==> src/rtl/sst_pkg.sv <==
package sst_pkg;
  typedef struct packed {
    logic load;   // copy buffer into shifter, restart bit count
    logic shift;  // falling shift edge: present next bit
    logic count;  // rising shift edge: one bit done
    logic abort;  // inhibit: stop now, idle the pin
  } dpStrobe_t;

  typedef enum logic [1:0] {S_IDLE, S_RUN, S_WAIT} txState_t;
endpackage

==> src/rtl/sst_clkgen.sv <==
module sst_clkgen #(
  parameter int HALF = 2
) (
  input  logic clk,
  input  logic rstN,
  input  logic run,
  input  logic extSclk,
  output logic sclkOut,
  output logic genFall,
  output logic genRise,
  output logic extFall,
  output logic extRise
);
  localparam int HW = $clog2(HALF + 1);
  localparam logic [HW-1:0] LAST = HW'(HALF - 1);

  logic [HW-1:0] cnt;
  logic sclkQ;
  logic [2:0] syncQ;
  logic wrap;

  assign wrap    = run && (cnt == LAST);
  assign genFall = wrap && sclkQ;
  assign genRise = wrap && !sclkQ;
  assign sclkOut = sclkQ;

  always_ff @(posedge clk or negedge rstN) begin
    if (!rstN) begin
      cnt   <= '0;
      sclkQ <= 1'b1;
    end else if (!run) begin
      cnt   <= '0;
      sclkQ <= 1'b1;
    end else if (wrap) begin
      cnt   <= '0;
      sclkQ <= ~sclkQ;
    end else begin
      cnt <= cnt + 1'b1;
    end
  end

  // two-flop synchroniser plus one history flop for edge detect
  always_ff @(posedge clk or negedge rstN) begin
    if (!rstN) syncQ <= 3'b111;
    else       syncQ <= {syncQ[1:0], extSclk};
  end

  assign extFall = syncQ[2] & ~syncQ[1];
  assign extRise = ~syncQ[2] & syncQ[1];
endmodule

==> src/rtl/sst_datapath.sv <==
module sst_datapath
  import sst_pkg::*;
#(
  parameter int WORD_W = 8,
  parameter int NWORDS = 4,
  parameter int ADDR_W = 3,
  parameter int CNT_W  = 2
) (
  input  logic              clk,
  input  logic              rstN,
  input  logic              wrEn,
  input  logic [ADDR_W-1:0] wrAddr,
  input  logic [WORD_W-1:0] wrData,
  input  logic [CNT_W-1:0]  wcMinus1,
  input  dpStrobe_t         strb,
  output logic              sdo,
  output logic              bufFull,
  output logic              lastBit
);
  localparam int SH_W = NWORDS * WORD_W;
  localparam int BC_W = $clog2(SH_W);
  localparam logic [ADDR_W-1:0] BASE_A = ADDR_W'(NWORDS);

  logic [WORD_W-1:0] bufMem [NWORDS];
  logic [SH_W-1:0]   shreg, loadVec;
  logic [BC_W-1:0]   bitCnt, bitLast;
  logic [ADDR_W-1:0] fullAddr;

  for (genvar i = 0; i < NWORDS; i++) begin : g_buf
    always_ff @(posedge clk or negedge rstN) begin
      if (!rstN) bufMem[i] <= '0;
      else if (wrEn && wrAddr == BASE_A + ADDR_W'(i)) bufMem[i] <= wrData;
    end
    assign loadVec[i*WORD_W +: WORD_W] = bufMem[i];
  end

  assign fullAddr = BASE_A + ADDR_W'(wcMinus1);
  assign bitLast  = BC_W'((32'(wcMinus1) + 1) * WORD_W - 1);
  assign lastBit  = (bitCnt == bitLast);

  always_ff @(posedge clk or negedge rstN) begin
    if (!rstN)                           bufFull <= 1'b0;
    else if (wrEn && wrAddr == fullAddr) bufFull <= 1'b1;
    else if (strb.load)                  bufFull <= 1'b0;
  end

  always_ff @(posedge clk or negedge rstN) begin
    if (!rstN) begin
      shreg  <= '0;
      bitCnt <= '0;
      sdo    <= 1'b1;
    end else begin
      if (strb.load)       shreg <= loadVec;
      else if (strb.shift) shreg <= shreg >> 1;

      if (strb.load || strb.abort) bitCnt <= '0;
      else if (strb.count)         bitCnt <= bitCnt + 1'b1;

      if (strb.abort)      sdo <= 1'b1;
      else if (strb.shift) sdo <= shreg[0];
    end
  end

  // the pin moves only on a falling shift edge or an abort
  assert_sdo_hold_R12: assert property (@(posedge clk) disable iff (!rstN)
    !(strb.shift || strb.abort) |=> $stable(sdo));
endmodule

==> src/rtl/sst_ctrl.sv <==
module sst_ctrl
  import sst_pkg::*;
#(
  parameter int WORD_W = 8,
  parameter int ADDR_W = 3,
  parameter int CNT_W  = 2
) (
  input  logic              clk,
  input  logic              rstN,
  input  logic              wrEn,
  input  logic [ADDR_W-1:0] wrAddr,
  input  logic [WORD_W-1:0] wrData,
  input  logic              genFall,
  input  logic              genRise,
  input  logic              extFall,
  input  logic              extRise,
  input  logic              bufFull,
  input  logic              lastBit,
  output dpStrobe_t         strb,
  output logic [CNT_W-1:0]  wcMinus1,
  output logic              genRun,
  output logic              startQ,
  output logic              extQ,
  output logic              busy,
  output logic              irqEmpty,
  output logic              shiftEnd
);
  txState_t state, nxt;
  logic ctrlWr, inhibitWr, cntWr, fallT, riseT;
  logic dummyQ, endNow, setDummy, clrStart, realLoad;

  assign ctrlWr    = wrEn && (wrAddr == '0);
  assign inhibitWr = ctrlWr && wrData[1];
  assign cntWr     = wrEn && (wrAddr == ADDR_W'(1));
  assign fallT     = (state == S_RUN) && (extQ ? extFall : genFall);
  assign riseT     = (state == S_RUN) && (extQ ? extRise : genRise);
  assign busy      = (state != S_IDLE);
  assign genRun    = (state == S_RUN) && !extQ;

  always_comb begin
    nxt = state; strb = '0;
    endNow = 1'b0; setDummy = 1'b0; clrStart = 1'b0; realLoad = 1'b0;
    if (inhibitWr) begin
      strb.abort = 1'b1;
      nxt = S_IDLE;
    end else begin
      case (state)
        S_IDLE: if (startQ && bufFull) begin
          strb.load = 1'b1; realLoad = 1'b1; nxt = S_RUN;
        end
        S_RUN: begin
          strb.shift = fallT;
          strb.count = riseT;
          if (riseT && lastBit) begin
            if (dummyQ || !startQ) begin
              endNow = 1'b1; clrStart = dummyQ; nxt = S_IDLE;
            end else if (bufFull) begin
              strb.load = 1'b1; realLoad = 1'b1;
            end else if (extQ) begin
              strb.load = 1'b1; setDummy = 1'b1;
            end else begin
              nxt = S_WAIT;
            end
          end
        end
        S_WAIT: begin
          if (!startQ) begin
            endNow = 1'b1; nxt = S_IDLE;
          end else if (bufFull) begin
            strb.load = 1'b1; realLoad = 1'b1; nxt = S_RUN;
          end
        end
        default: nxt = S_IDLE;
      endcase
    end
  end

  always_ff @(posedge clk or negedge rstN) begin
    if (!rstN) begin
      state <= S_IDLE; startQ <= 1'b0; extQ <= 1'b0; wcMinus1 <= '0;
      dummyQ <= 1'b0; irqEmpty <= 1'b0; shiftEnd <= 1'b0;
    end else begin
      state    <= nxt;
      irqEmpty <= realLoad;
      shiftEnd <= endNow;
      if (ctrlWr) begin
        startQ <= wrData[0] && !wrData[1];
        extQ   <= wrData[2];
      end else if (clrStart) begin
        startQ <= 1'b0;
      end
      if (cntWr && !startQ) wcMinus1 <= wrData[CNT_W-1:0];
      if (setDummy)                        dummyQ <= 1'b1;
      else if (realLoad || nxt == S_IDLE)  dummyQ <= 1'b0;
    end
  end

  assert_abort_R7: assert property (@(posedge clk) disable iff (!rstN)
    inhibitWr |=> !busy && !shiftEnd);
  assert_irq_pulse_R5: assert property (@(posedge clk) disable iff (!rstN)
    irqEmpty |=> !irqEmpty);
  assert_end_idle_R6: assert property (@(posedge clk) disable iff (!rstN)
    shiftEnd |-> !busy);
  assert_busy_fall_R4: assert property (@(posedge clk) disable iff (!rstN)
    $fell(busy) |-> shiftEnd || $past(inhibitWr));
  assert_count_lock_R11: assert property (@(posedge clk) disable iff (!rstN)
    (startQ && cntWr) |=> $stable(wcMinus1));
endmodule

==> src/rtl/sst_tx.sv <==
module sst_tx
  import sst_pkg::*;
#(
  parameter int WORD_W = 8,
  parameter int NWORDS = 4,
  parameter int HALF   = 2,
  localparam int ADDR_W = $clog2(2 * NWORDS)
) (
  input  logic              clk,
  input  logic              rstN,
  input  logic              wrEn,
  input  logic [ADDR_W-1:0] wrAddr,
  input  logic [WORD_W-1:0] wrData,
  input  logic [ADDR_W-1:0] rdAddr,
  output logic [WORD_W-1:0] rdData,
  input  logic              extSclk,
  output logic              sclkOut,
  output logic              sdo,
  output logic              busy,
  output logic              shiftEnd,
  output logic              irqEmpty
);
  localparam int CNT_W = $clog2(NWORDS);

  dpStrobe_t        strb;
  logic [CNT_W-1:0] wcMinus1;
  logic genRun, genFall, genRise, extFall, extRise;
  logic bufFull, lastBit, startQ, extQ;

  sst_clkgen #(.HALF(HALF)) u_clk (
    .clk, .rstN, .run(genRun), .extSclk, .sclkOut,
    .genFall, .genRise, .extFall, .extRise);

  sst_ctrl #(.WORD_W(WORD_W), .ADDR_W(ADDR_W), .CNT_W(CNT_W)) u_ctrl (
    .clk, .rstN, .wrEn, .wrAddr, .wrData, .genFall, .genRise, .extFall,
    .extRise, .bufFull, .lastBit, .strb, .wcMinus1, .genRun, .startQ,
    .extQ, .busy, .irqEmpty, .shiftEnd);

  sst_datapath #(.WORD_W(WORD_W), .NWORDS(NWORDS), .ADDR_W(ADDR_W),
                 .CNT_W(CNT_W)) u_dp (
    .clk, .rstN, .wrEn, .wrAddr, .wrData, .wcMinus1, .strb,
    .sdo, .bufFull, .lastBit);

  always_comb begin
    rdData = '0;
    if (rdAddr == '0) begin
      rdData[WORD_W-1] = busy;
      rdData[2]        = extQ;
      rdData[0]        = startQ;
    end else if (rdAddr == ADDR_W'(1)) begin
      rdData[CNT_W-1:0] = wcMinus1;
    end
  end
endmodule

==> config.mk <==
export PLATFORM = sky130hd
export DESIGN_NAME = sst_tx
export DESIGN_NICKNAME = d
export VERILOG_FILES = /design/src/rtl/sst_pkg.sv /design/src/rtl/sst_clkgen.sv /design/src/rtl/sst_datapath.sv /design/src/rtl/sst_ctrl.sv /design/src/rtl/sst_tx.sv
export SDC_FILE = /design/constraint.sdc
export NUM_CORES = 1
export LEC_CHECK = 0
export ABC_AREA = 1
export BUFFER_PORTS_ARGS = -buffer_cell sky130_fd_sc_hd__buf_4
export CORE_MARGIN = 1.5
export CORE_UTILIZATION = 48
export DETAILED_ROUTE_END_ITERATION = 7
export PLACE_DENSITY = 0.77
export SETUP_SLACK_MARGIN = 0.5
export SYNTH_ARGS = -nofsm -noshare
export SYNTH_HDL_FRONTEND = slang
export SYNTH_HIERARCHICAL = 1
export SYNTH_SLANG_ARGS = --single-unit
==> constraint.sdc <==
create_clock -name clk -period 2.34 [get_ports clk]
set_input_delay 0.351 -clock clk [delete_from_list [all_inputs] [get_ports clk]]
set_output_delay 0.351 -clock clk [all_outputs]
set_load 0.03 [all_outputs]
Yosys cells after proc, flatten, opt, wreduce, memory -nomap -nowiden
Cells that the tools add are included. W data, S select, Z words.

Input bits: 18. Logic and storage cells: 137. Flip-flop bits (word level): 86. Output and inout port bits: 13.

$add $sub $neg: 5. Bitwise gates (word level): 5. Reductions and logical operators: 36. Eq/ne operators: 12. Mux-type cells: 61.

Operator list (count): $mux W32 (2); $mux W1 (40); $mux W2 (12); $logic_and A1 B1 Y1 (18); $reduce_bool A2 Y1 (7); $eq A3 B3 Y1 const B (4); $mux W5 (2); $eq A3 B1 Y1 const B (2); $logic_not A3 Y1 (2); $pmux W1 S3 (2); $pmux W2 S3 (1); $add A5 B1 Y5 const B (1); $eq A5 B5 Y1 (1); $sub A5 B1 Y5 const B (1); $add A2 B1 Y2 const B (2); $eq A2 B1 Y1 const B (2); $logic_not A1 Y1 (4); $logic_not A2 Y1 (2); $add A3 B2 Y3 const A (1); $eq A3 B3 Y1 (1); $logic_or A1 B1 Y1 (3); $mux W3 (1); $not A1 Y1 (3); $and A1 B1 Y1 (2); 3 further kinds (3).

Logic depth before layout (Yosys ltp)
Word-level depth: 14. Mapped depth: 19. Depth with buffers taken out: 16.

Cells and area by module
Netlist, hierarchy kept.

Modules (own cells, without submodules): sst_datapath (area each 3298.2 µm², times used 1, cells each 384, seq. area each 1778.0 µm²); sst_ctrl (area each 716.9 µm², times used 1, cells each 98, seq. area each 225.2 µm²); sst_clkgen (area each 226.5 µm², times used 1, cells each 24, seq. area each 155.1 µm²); sst_tx (area each 95.1 µm², times used 1, cells each 18, seq. area each 0.0 µm²).

Worst setup path before layout
OpenSTA, ideal clock, no wires.

Path kind: reg-to-reg. From: register u_ctrl.state[1]. To: register u_dp.shreg[22]. Buffers on the path: 3. Clock period less this slack: 2.503 ns. Data required time: 2.223 ns. Library setup time: 0.117 ns. Cell stages (with the launch flop): 19. Data arrival time: 2.386 ns. Setup slack: -0.163 ns. Cells stage by stage: dfrtp_1 inv_1 ha_1 buf_6 inv_1 nor2_1 nand2_1 nor2_1 nand2_2 nand2_2 nand2_2 nor2_4 nand3_1 a21oi_1 buf_6 clkbuf_1 o21ai_0 nand2_1 o21ai_2.

RTL lines: from (decl) (line sst_ctrl.sv:28) `txState_t state, nxt;`; from (signal assigned) (line sst_ctrl.sv:83) `state <= nxt;`; to (signal assigned) (line sst_datapath.sv:53) `if (strb.load) shreg <= loadVec;`; to (signal assigned) (line sst_datapath.sv:54) `else if (strb.shift) shreg <= shreg >> 1;`; to (decl) (line sst_datapath.sv:25) `logic [SH_W-1:0] shreg, loadVec;`.

==> results.toml <==
[critical_path]
reg2reg_to = "u_dp/shreg[15]$_DFFE_PN0P_"
cp-startpoint = "u_ctrl/state[1]$_DFF_PN0_"
required_ps = 2640
crit_path_start_kind = "flop"
cp_max_fo = 7
reg2reg_depth = 18
reg2reg_from = "u_ctrl/state[1]$_DFF_PN0_"
r2r_slack_ps = 40
path_class = "reg2reg"
cp-end-kind = "flop"
cp.arrival_ps = 2590

[floorplan]
dieArea_sq_um = 9614
row_count = 34
die_y_microns = 98.05
coreArea_sq_um = 8721
initial_core_util = 0.4973
pin_count = 31
die_w_microns = 98.05

[sta]
skew_ps = 11.19
post-route-period-util = 0.9817
hold_viol = 0
layout_min_cycle_time_ps = 2297
finalMaxSlewViolations = 0
max_freq_mhz = 435.3
setup_viol = 0
fin_setup_tns_ps = 0
rsz0062_at_grt = "yes"
worst_slew_pin_slew_ps = 654.1
slew_headroom = 0.5627

[routing]
routedWlPerCell_microns = 15.15
vias = 3696
drt_first_pass_iters = 5
detail_route.vias_per_cell = 5.288
ant_nets = 0
wirelength_mm = 10.59
drtIter0Drc = 288
drc_errors = 0

[place]
post_dp_cell_area_sq_um = 4659
dpl.hpwl_mm = 5.801
portBuffers = 26
place.gp.congestion = 0.8721

[yosys]
synth_top_area_share = 0.4674
ys.warnings.count = 6
ys_ff_latch = 86
synth_area_sq_um = 4337
synthCells = 524
syn_area_per_cell_sq_um = 8.276
ys.flop_type = "dfrtp_1"
synth_async_sr_flop_share = 1.000
synth_area_leaders = "dfrtp_1 (47%), nand2_1 (12%), inv_1 (7.1%)"
ys_types = 33
yosysSeqAreaShare = 0.4977
synth_top_cell_by_area = "dfrtp_1"
synth_edf_count = 0

[power_and_ir_drop]
clockPowerShare = 0.168
power_frac_comb = 0.440
powerDensity_nw_per_um2 = 959.7
vdd_drop_max_v = 0.0005089
p_leak_nw = 2.750
p_switching_mw = 1.984
p_int_mw = 3.353
p_seq_frac = 0.392
p_sw_frac = 0.3718

[worst_hold_path]
hold_depth = 1
hold_start = "extSclk"
hp-class = "in2reg"
hold_end = "u_clk/syncQ[0]$_DFF_PN1_"

[cts]
clkTransAtPathRegs_ps = 90
ctsLongestPathBuffers = 2
htree_levels = 3
clk_latency_ps = 360
cts_root_buffer = "clkbuf_8"
cts-buffers-inserted = 9
cts_tree = "built"
clock_sinks = 86

[cells_and_area]
syn_to_final_growth_pct = 28.25
regArea_sq_um = 2160
fin_nets = 610
multi_input_area_sq_um = 1882
finish.instance_area_sq_um = 5562
fillers = 675
n_antenna_cell = 0
drive_gt1_frac = 0.3198

[global_route]
grt-ovfl-total = 0
grt_pass1_wl_mm = 17.32
grt_use_total = 0.2279
grt_pass1_vias = 3617
antenna_found_initial = 0
grt_max_degree = 48

[status]
outcome = "completed"

[flow_run]
maxCapViolCount = 0
[power by group through the flow]
stage	combinational (mW)	sequential, mW	clock [mW]
after floorplan	1.20	2.09	0
after global placement	1.46	2.09	0
after detailed placement	1.50	2.11	0
after CTS	2.02	2.08	0.910
after global routing	2.55	2.13	0.977
final	2.35	2.09	0.899
[stage by stage]
stage | util | power [mW] | hold slack [ps] | worst slack (ps) | std cells
floorplan | - | 3.288 | 55.41 | 7.710 | 527
global placement | 0.5343 | 3.549 | 346.9 | 97.36 | 651
detailed placement | 0.5343 | 3.605 | 348.2 | 0.7996 | 651
CTS | 0.6086 | 5.009 | 92.62 | 124.2 | 691
global route | 0.6377 | 5.659 | 80.38 | -87.15 | 699
finish | 0.6377 | 5.337 | 100.6 | 42.88 | 699
[routing by layer]
layer / GRT usage / vias up / wire, microns
met4: 0.09890 / 0 / 250
met1: 0.3084 / 1789 / 4576
met3: 0.04438 / 22 / 537
met2: 0.3592 / 129 / 5223
met5: 0 / - / 0
li1: - / 1756 / -
[flip-flops by register name, summed over array words and instances (netlist names)]
register	count
u_clk/cnt	2
u_ctrl/wcMinus1	2
u_ctrl/startQ	1
u_ctrl/dummyQ	1
u_ctrl/irqEmpty	1
u_ctrl/extQ	1
u_dp/bufFull	1
u_dp/bufMem	32
u_ctrl/shiftEnd	1
u_clk/sclkOut	1
u_dp/bitCnt	5
u_ctrl/state	2
u_clk/syncQ	3
u_dp/sdo	1
u_dp/shreg	32
[worst max-delay path, cell delays in order, from the launching register on]
cell       delay, ps
dfrtp_1          390
inv_2             80
ha_4             130
inv_2             40
nor2_4           120
nand2_2           80
nor2_2            90
nand2_2           70
nand2_4           80
nand2_4           50
nor2_4            90
nand3_2           90
a21oi_4          180
buf_6            120
or2_4            220
buf_12           140
clkbuf_16        140
nand2_2           60
o21ai_2           60
[how the worst max path moves through the flow]
stage,to,slack (ps),depth (start not counted)
after floorplan,u_dp/shreg[28]$_DFFE_PN0P_,8,19
after global placement,u_dp/shreg[0]$_DFFE_PN0P_,100,16
after detailed placement,u_dp/shreg[0]$_DFFE_PN0P_,0.8,14
after CTS,u_dp/shreg[3]$_DFFE_PN0P_,120,15
after global routing,u_dp/shreg[15]$_DFFE_PN0P_,-90,18
final,u_dp/shreg[15]$_DFFE_PN0P_,40,18
[cells in the mapped netlist, types with 2 or more instances]
library cell / instances
clkbuf_1: 3
nand4_1: 3
buf_4: 5
inv_2: 3
nand3_1: 20
nand2_1: 140
inv_1: 82
nand2_2: 5
nor2_4: 2
ha_1: 5
o21ai_0: 59
a21oi_1: 10
buf_6: 11
dfstp_2: 5
o21ai_2: 32
dfrtp_1: 81
nor2_2: 2
nor2_1: 36
nor3_1: 2
o21ai_1: 2
buf_2: 4
[kinds of logic after synthesis]
logic type               after synthesis  synth area share
adder cells (fa/ha/maj)                5           0.01443
AND/OR/NAND/NOR                      215            0.2074
AO/OA/AOI/OAI                        107            0.1567
buffers and inverters                110            0.1229
flip-flops                            86            0.4977
other                                  1         0.0008647
[layout by cell type, fill, tap and decap left out, types with 6 or more instances in the layout]
master and instances:
o21ai_0 51, nand2_4 9, buf_6 11, buf_4 43, nand2_2 18, buf_16 9
o21ai_1 6, o21ai_2 36, clkbuf_8 9, nand3_2 7, nand2_1 119, nor2_1 32
nand3_1 12, inv_1 77, a21oi_1 8, dfrtp_1 80
[cell type report]
type	instances	area share
sequential	86	0.3883
timing repair buffer	72	0.1582
clock buffer	11	0.02362
multi-input combinational	331	0.3384
inverter	87	0.06277
tap	108	0.02430
clock inverter	4	0.004499
[what timing repair did]
item | 4_1_cts | 5_1_grt
endpoints found under the hold margin | 21 | 0
setup endpoints to repair | 40 | 40
cloned | 9 | 3
hold buffers | 1 | 0
pin swaps | 10 | 13
setup buffers | 15 | 5
gates resized for setup | 43 | 48
Power figures use the tool's default switching activity.
